--- config.mk ---
export PLATFORM = sky130hd
export DESIGN_NAME = keypad_scan
export DESIGN_NICKNAME = d
export VERILOG_FILES = /design/src/rtl/kp_pkg.sv /design/src/rtl/kp_sync.sv /design/src/rtl/kp_timer.sv /design/src/rtl/kp_row_prio.sv /design/src/rtl/kp_encode.sv /design/src/rtl/keypad_scan.sv
export SDC_FILE = /design/constraint.sdc
export NUM_CORES = 1
export LEC_CHECK = 0
export BUFFER_PORTS_ARGS = -buffer_cell sky130_fd_sc_hd__buf_2
export CAP_MARGIN = 20
export CORE_ASPECT_RATIO = 1.25
export CORE_UTILIZATION = 50
export CTS_CLUSTER_SIZE = 14
export DETAILED_ROUTE_END_ITERATION = 6
export PLACE_DENSITY = 0.69
export SLEW_MARGIN = 20
export SYNTH_ARGS = -nofsm -noshare
export SYNTH_HDL_FRONTEND = slang
export SYNTH_SLANG_ARGS = --single-unit
--- constraint.sdc ---
create_clock -name clk -period 2.6 [get_ports clk]
set_clock_uncertainty 0.1 [all_clocks]
set_input_delay 0.13 -clock clk [delete_from_list [all_inputs] [get_ports clk]]
set_output_delay 0.13 -clock clk [all_outputs]
set_load 0.1 [all_outputs]
--- src/rtl/kp_pkg.sv ---
package kp_pkg;
  typedef enum logic [1:0] {
    ST_RELEASE  = 2'd0,
    ST_WAIT     = 2'd1,
    ST_DEBOUNCE = 2'd2,
    ST_SCAN     = 2'd3
  } kp_state_t;
endpackage

--- src/rtl/kp_sync.sv ---
module kp_sync #(
  parameter int WIDTH = 4
) (
  input  logic             clk,
  input  logic             rst,
  input  logic [WIDTH-1:0] din,
  output logic [WIDTH-1:0] dout
);
  genvar i;
  generate
    for (i = 0; i < WIDTH; i++) begin : g_bit
      logic s1, s2;
      always_ff @(posedge clk) begin
        if (rst) begin
          s1 <= 1'b1;
          s2 <= 1'b1;
        end else begin
          s1 <= din[i];
          s2 <= s1;
        end
      end
      assign dout[i] = s2;
    end
  endgenerate
endmodule

--- src/rtl/kp_timer.sv ---
module kp_timer #(
  parameter int W         = 8,
  parameter int RESET_VAL = 0
) (
  input  logic         clk,
  input  logic         rst,
  input  logic         load,
  input  logic [W-1:0] load_val,
  output logic         zero
);
  logic [W-1:0] cnt;

  always_ff @(posedge clk) begin
    if (rst)            cnt <= W'(RESET_VAL);
    else if (load)      cnt <= load_val;
    else if (cnt != '0) cnt <= cnt - 1'b1;
  end

  assign zero = (cnt == '0);
endmodule

--- src/rtl/kp_row_prio.sv ---
module kp_row_prio #(
  parameter int ROWS = 4,
  localparam int RW  = (ROWS > 1) ? $clog2(ROWS) : 1
) (
  input  logic [ROWS-1:0] rows_n,
  output logic            hit,
  output logic [RW-1:0]   row
);
  always_comb begin
    hit = 1'b0;
    row = '0;
    for (int r = ROWS - 1; r >= 0; r--) begin
      if (!rows_n[r]) begin
        hit = 1'b1;
        row = RW'(r);
      end
    end
  end
endmodule

--- src/rtl/kp_encode.sv ---
module kp_encode #(
  parameter int IDXW = 4
) (
  input  logic [IDXW-1:0] idx,
  output logic [7:0]      code
);
  logic [7:0] ext;
  always_comb begin
    ext  = 8'(idx);
    code = (ext < 8'd10) ? (ext + 8'h30) : (ext + 8'h37);
  end
endmodule

--- src/rtl/keypad_scan.sv ---
module keypad_scan
  import kp_pkg::*;
#(
  parameter int ROWS            = 4,
  parameter int COLS            = 4,
  parameter int DEBOUNCE_CYCLES = 20000,
  parameter int SETTLE_CYCLES   = 4
) (
  input  logic            clk,
  input  logic            rst,
  input  logic [ROWS-1:0] row_in,
  output logic [COLS-1:0] col_n,
  output logic [7:0]      key_code,
  output logic            key_valid
);
  localparam int CW    = (COLS > 1) ? $clog2(COLS) : 1;
  localparam int RW    = (ROWS > 1) ? $clog2(ROWS) : 1;
  localparam int IDXW  = $clog2(ROWS * COLS);
  localparam int TMAX  = (DEBOUNCE_CYCLES > SETTLE_CYCLES) ? DEBOUNCE_CYCLES : SETTLE_CYCLES;
  localparam int TW    = $clog2(TMAX + 1);
  localparam logic [TW-1:0] DEB_LOAD = TW'(DEBOUNCE_CYCLES - 1);
  localparam logic [TW-1:0] SET_LOAD = TW'(SETTLE_CYCLES - 1);

  logic [ROWS-1:0] rows_s;
  logic            any_low;
  logic            tmr_load, tmr_zero;
  logic [TW-1:0]   tmr_val;
  logic            row_hit;
  logic [RW-1:0]   row_idx;
  logic [IDXW-1:0] key_idx;
  logic [7:0]      code_c;

  kp_state_t       state, state_d;
  logic [CW-1:0]   col, col_d;
  logic [COLS-1:0] col_n_d;
  logic            emit;

  kp_sync #(.WIDTH(ROWS)) u_sync (
    .clk  (clk),
    .rst  (rst),
    .din  (row_in),
    .dout (rows_s)
  );

  kp_timer #(.W(TW), .RESET_VAL(SETTLE_CYCLES - 1)) u_timer (
    .clk      (clk),
    .rst      (rst),
    .load     (tmr_load),
    .load_val (tmr_val),
    .zero     (tmr_zero)
  );

  kp_row_prio #(.ROWS(ROWS)) u_prio (
    .rows_n (rows_s),
    .hit    (row_hit),
    .row    (row_idx)
  );

  assign key_idx = IDXW'(col) * IDXW'(ROWS) + IDXW'(row_idx);

  kp_encode #(.IDXW(IDXW)) u_enc (
    .idx  (key_idx),
    .code (code_c)
  );

  assign any_low = ~&rows_s;

  // next-state and timer control
  always_comb begin
    state_d  = state;
    col_d    = col;
    tmr_load = 1'b0;
    tmr_val  = SET_LOAD;
    emit     = 1'b0;
    unique case (state)
      ST_RELEASE: begin
        if (any_low) begin
          tmr_load = 1'b1;
          tmr_val  = SET_LOAD;
        end else if (tmr_zero) begin
          state_d = ST_WAIT;
        end
      end
      ST_WAIT: begin
        if (any_low) begin
          state_d  = ST_DEBOUNCE;
          tmr_load = 1'b1;
          tmr_val  = DEB_LOAD;
        end
      end
      ST_DEBOUNCE: begin
        if (tmr_zero) begin
          if (any_low) begin
            state_d  = ST_SCAN;
            col_d    = '0;
            tmr_load = 1'b1;
            tmr_val  = SET_LOAD;
          end else begin
            state_d = ST_WAIT;
          end
        end
      end
      ST_SCAN: begin
        if (tmr_zero) begin
          tmr_load = 1'b1;
          tmr_val  = SET_LOAD;
          if (row_hit) begin
            emit    = 1'b1;
            state_d = ST_RELEASE;
          end else if (col == CW'(COLS - 1)) begin
            state_d = ST_RELEASE;
          end else begin
            col_d = col + 1'b1;
          end
        end
      end
      default: state_d = ST_RELEASE;
    endcase
  end

  always_comb begin
    col_n_d = '0;
    if (state_d == ST_SCAN) begin
      col_n_d = '1;
      col_n_d[col_d] = 1'b0;
    end
  end

  always_ff @(posedge clk) begin
    if (rst) begin
      state     <= ST_RELEASE;
      col       <= '0;
      col_n     <= '0;
      key_code  <= 8'h00;
      key_valid <= 1'b0;
    end else begin
      state     <= state_d;
      col       <= col_d;
      col_n     <= col_n_d;
      key_valid <= emit;
      if (emit) key_code <= code_c;
    end
  end
endmodule

======== Yosys cells after proc, flatten, opt, wreduce, memory -nomap -nowiden ========
Cells that the tools add are included.
operators by class
  add/subtract/negate cells ............... 5
  $lt $le $gt $ge ......................... 3
  equal/unequal tests ..................... 5
  mux-type cells .......................... 37
  bitwise logic cells ..................... 2
  reductions and logical operators ........ 9
operators by type and width
  kind                     number
  $mux W15                 3
  $mux W2                  17
  $pmux W15 S2             1
  $logic_not A15 Y1        1
  $reduce_bool A15 Y1      1
  $sub A15 B1 Y15 const B  1
  $add A4 B6 Y7 const B    2
  $mux W1                  11
  $eq A2 B2 Y1 const B     4
  $mux W8                  1
  $pmux W2 S4              1
  $add A4 B2 Y4            1
  $lt A4 B4 Y1 const B     1
  $not A4 Y4               1
  $pmux W2 S2              1
  $reduce_and A4 Y1        1
  $reduce_or A2 Y1         2
  $lt A2 B3 Y1 const B     1
  $pmux W1 S3              1
  $reduce_or A3 Y1         1
  $add A2 B1 Y2 const B    1
  $demux W1 S2             1
  $eq A2 B1 Y1 const B     1
  $ge A2 B1 Y1 const B     1
  4 further kinds          4
word-level totals
  flip-flop bits (word level) ............. 40
  input port bits ......................... 6
  output and inout bits ................... 13
  word-level logic and storage cells ...... 75

======== Longest topological paths before layout ========
  depth after elaboration ................. 12
  depth in mapped cells ................... 8
  depth with buffers taken out ............ 8

======== By module ========
From an unflattened synthesis, not the netlist that was laid out.
second synthesis, totals
  cells, all modules ...................... 219
  area, all modules ....................... 1874.3 um^2
modules (own cells, without submodules)
  module       times used  cells an instance  area an instance (um^2)  seq. area each (um^2)
  kp_timer     1           95                 792.0                    300.3
  keypad_scan  1           83                 708.2                    340.3
  kp_sync      1           20                 240.2                    160.2
  kp_encode    1           16                 105.1                    0.0
  kp_row_prio  1           5                  28.8                     0.0

======== Worst setup path before layout ========
Ideal clock, no wire load.
  path kind ............................... register -> register
  start ................................... register u_timer.cnt[0]
  end ..................................... register col_n[1]
  library setup time ...................... 0.119 ns
  data arrival time ....................... 1.892 ns
  required time ........................... 2.381 ns
  path slack .............................. 0.489 ns
  cell stages (with the launch flop) ...... 9
  path buffers ............................ 1
  clock period less this slack ............ 2.111 ns
  cell sequence ........................... dfxtp_1 inv_1 ha_1 or4b_1 nor4_4 buf_6 a31oi_1 a211oi_1 nor2_1
on the way
  word-level cells in the longest chain between the ends .. 8
  elaborated cells on any way between the ends .. 18
  classes of those cells .................. order compare (2); eq/ne (1); mux (10); bitwise (2); reduce/logical (3)
ends and longest elaborated chain
  element                                                                    RTL line                               RTL
  from (decl)                                                                kp_timer.sv:11                         logic [W-1:0] cnt;
  from (signal assigned)                                                     kp_timer.sv:14                         if (rst) cnt <= W'(RESET_VAL);
  from (signal assigned)                                                     kp_timer.sv:15                         else if (load) cnt <= load_val;
  from (signal assigned)                                                     kp_timer.sv:16                         else if (cnt != '0) cnt <= cnt - 1'b1;
  $logic_not A15 Y1 *                                                        kp_timer.sv:19                         assign zero = (cnt == '0);
  $mux W2 (on tied branches)                                                 keypad_scan.sv:104, keypad_scan.sv:92
  $pmux W2 S2                                                                keypad_scan.sv:75                      unique case (state)
  $lt A2 B3 Y1 (not written as such) / $ge A2 B1 Y1 (equally long branches)  keypad_scan.sv:125                     col_n_d[col_d] = 1'b0;
  $logic_and A1 B1 Y1 (not written as such)                                  keypad_scan.sv:125
  $mux W1 (not written as such)                                              keypad_scan.sv:125
  $demux W1 S2                                                               keypad_scan.sv:125
  $not A4 Y4 (no source line)                                                --
  to (signal assigned)                                                       keypad_scan.sv:139                     col_n <= col_n_d;
  to (decl)                                                                  keypad_scan.sv:12                      output logic [COLS-1:0] col_n,
Every way passes the cells marked *; elsewhere a longest branch is shown, timed or not.
A chain may end at the register's enable or synchronous reset.

======== Worst setup path in the final report ========
  start ................................... register u_timer.cnt[0]
  end ..................................... register u_timer.cnt[1]
on the way
  word-level cells in the longest chain between the ends .. 4
  elaborated cells on any way between the ends .. 9
  classes of those cells .................. add/sub (1); mux (5); reduce/logical (3)
ends and longest elaborated chain
  element
  branches (longest 4 deep; another with $sub A15 B1 Y15)
Parallel ways; which one is timed is not known. The select of a mux whose other input is x is not followed.

==> flow_summary.yaml <==
placement:
  post_dp_cell_area_um2: 1950
  portBuffers: 17
  globalplace.congestion: 0.882
  hpwl_mm: 2.71
worst_setup_path:
  start_kind: "register"
  required_ps: 2720
  cp-startpoint: "u_timer.cnt[0]"
  path_max_fanout: 8
  crit_type: "reg2reg"
  cp-end-kind: "register"
  reg2reg_from: "u_timer.cnt[0]"
  crit_arrival_ps: 2440
synth:
  async_flop_share: 0
  syn_avg_cell_area_um2: 8.51
  synth.distinct_cells: 46
  yosys_register_bits: 39
  yosysSeqAreaShare: 0.427
  synth_largest_area_cell: "dfxtp_1"
  ys_warn_count: 0
  postSynthCellCount: 215
  syn_area_um2: 1830
  synth.area.top_cells: "dfxtp_1 (43%), nor2_1 (5.7%), nand2_1 (3.7%), or2_2 (3.4%), xnor2_1 (3.3%)"
  yosys_most_used_dff: "dfxtp_1"
  synth_top_area_share: 0.427
  synth_nets: 224
  synth_edf_count: 0
cts:
  htreeDepth: 2
  cts_buffers: 5
  cts_tree: "yes"
  cts_root_buffer: "clkbuf_8"
  cts_buffer_depth: 2
  clk_latency_ps: 290
  cts_sinks: 39
  post_cts_buffers: 0
  clk_pin_slew_ps: 70
grt:
  antenna_found_initial: 0
  grt_pass1_vias: 1481
  grt_pass1_wl_mm: 6.47
  gr-total-overflow: 0
  grt_max_degree: 33
  grt_usage: 0.211
worst_hold_path:
  holdCritStartpoint: "rst"
  min_path_type: "in2reg"
layout:
  fin_nets: 246
  drive_above_1_share: 0.197
  area_growth_syn_to_layout_pct: 16.2
  final_cell_area_um2: 2130
  layout_commonest_cell: "dfxtp_1"
  fillers: 327
  fin_util: 0.611
  diodes: 0
  mostFrequentLayoutCells: "dfxtp_1 (39), nor2_1 (28), nand2_1 (18)"
routing:
  via_per_inst: 5.65
  ant_nets: 0
  drc: 0
  firstDrtPassIters: 4
  num_vias: 1565
  drt_iter0_drc: 44
  routedWlPerCell_um: 13.8
  wl_mm: 3.82
die:
  die_h_um: 69.7
  fp-row-count: 24
  num_io_pins: 19
  fp.dieW_um: 56.1
  start_util: 0.526
  dieArea_um2: 3910
  fp.coreArea_um2: 3480
sta:
  post-route-min-period_ps: 2320
  finalSetupTns_ps: 0
  relSlewSlack: 0.598
  maxSlewViolCount: 0
  rsz0062_at_grt: "no"
  worstMarginPinSlew_ps: 598
  period_share: 0.891
  setup_viol: 0
  max_freq_ghz: 0.432
  hold_viol: 0
power_and_ir_drop:
  p_per_area_nw_per_um2: 621
  vdd_drop_max_mv: 0.350
  total_power_mw: 1.32
  cellLeakagePower_nw: 0.855
job:
  drv_cap: 0
run_status:
  outcome: "completed"
per-stage QoR:
stage	setup slack, ps	hold slack (ps)	instances
floorplan	489	134	215
global placement	230	214	265
detailed placement	214	214	265
CTS	192	218	277
global route	95.8	243	277
finish	283	224	277
sequential cells by signal, summed over array words and instances, names as in the netlist:
name,flops
u_timer.cnt,15
col_n,4
col,2
u_sync.g_bit.s2,4
key_valid,1
u_sync.g_bit.s1,4
key_code,7
state,2
routing by layer:
layer	track usage	routed length (um)	up-vias
met5	0	0	-
met4	0.0840	81	0
met3	0.0466	96	9
met2	0.370	1970	21
met1	0.246	1660	731
li1	-	-	804
kinds of logic after synthesis:
| group | count (synthesis) | synth area share |
|---|---|---|
| AO/OA/AOI/OAI | 40 | 0.138 |
| XOR/XNOR | 13 | 0.0622 |
| adder cells (fa/ha/maj) | 3 | 0.0205 |
| buffers and inverters | 17 | 0.0417 |
| flip-flops | 39 | 0.427 |
| other | 1 | 0.00205 |
| AND/OR/NAND/NOR | 102 | 0.309 |
what timing repair did:
action | in CTS | in global routing
hold buffers | 4 | 0
endpoints found under the hold margin | 4 | 0
gates resized for setup | 0 | 1
endpoints found under the setup margin | 0 | 2
cells in the mapped netlist (2+ instances only):
| cell type | number |
|---|---|
| inv_1 | 6 |
| nand3_1 | 3 |
| nand4_1 | 6 |
| nand2_1 | 18 |
| xnor2_1 | 7 |
| nor4b_1 | 2 |
| xor2_1 | 6 |
| o21ai_0 | 10 |
| nor4_1 | 5 |
| or2_2 | 10 |
| a211oi_1 | 6 |
| a21oi_1 | 11 |
| clkbuf_1 | 8 |
| a32o_1 | 2 |
| dfxtp_1 | 39 |
| nor3b_1 | 4 |
| and3_1 | 3 |
| ha_1 | 3 |
| o22ai_1 | 3 |
| or4_1 | 2 |
| nor2_1 | 28 |
| nor3_1 | 9 |
worst max-delay path, cell delays in order (launching register included):
cell and delay, ps:
dfxtp_1 330, inv_1 120, ha_1 170, or4b_1 500, nor4_4 420, buf_4 250
nand2_1 80, and2_0 180, o21ai_1 100
cell type report:
cell class | count | area, um2 | share of cell area
multi-input cells | 159 | 980 | 0.461
flip-flops and latches | 39 | 781 | 0.367
repair buffers | 26 | 163 | 0.0765
clock buffers | 6 | 72.6 | 0.0341
clock inverters | 2 | 60.1 | 0.0282
well taps | 39 | 48.8 | 0.0229
inverters | 6 | 22.5 | 0.0106
where the power goes:
part	leakage (nW)	switching [mW]	total, mW	internal (mW)
logic	0.473	0.0692	0.112	0.0432
registers	0.317	0.0111	0.621	0.610
clock network	0.0654	0.205	0.588	0.383
path summary, 6_finish.rpt:
path                             end  slack, ps  depth (start not counted)
setup / recovery      u_timer.cnt[1]        280                          8
hold / removal           key_code[1]        220                          2
setup reg to reg      u_timer.cnt[1]        280                          8
hold reg to reg   u_sync.g_bit[1].s2        310                          1
Power figures use the tool's default switching activity.
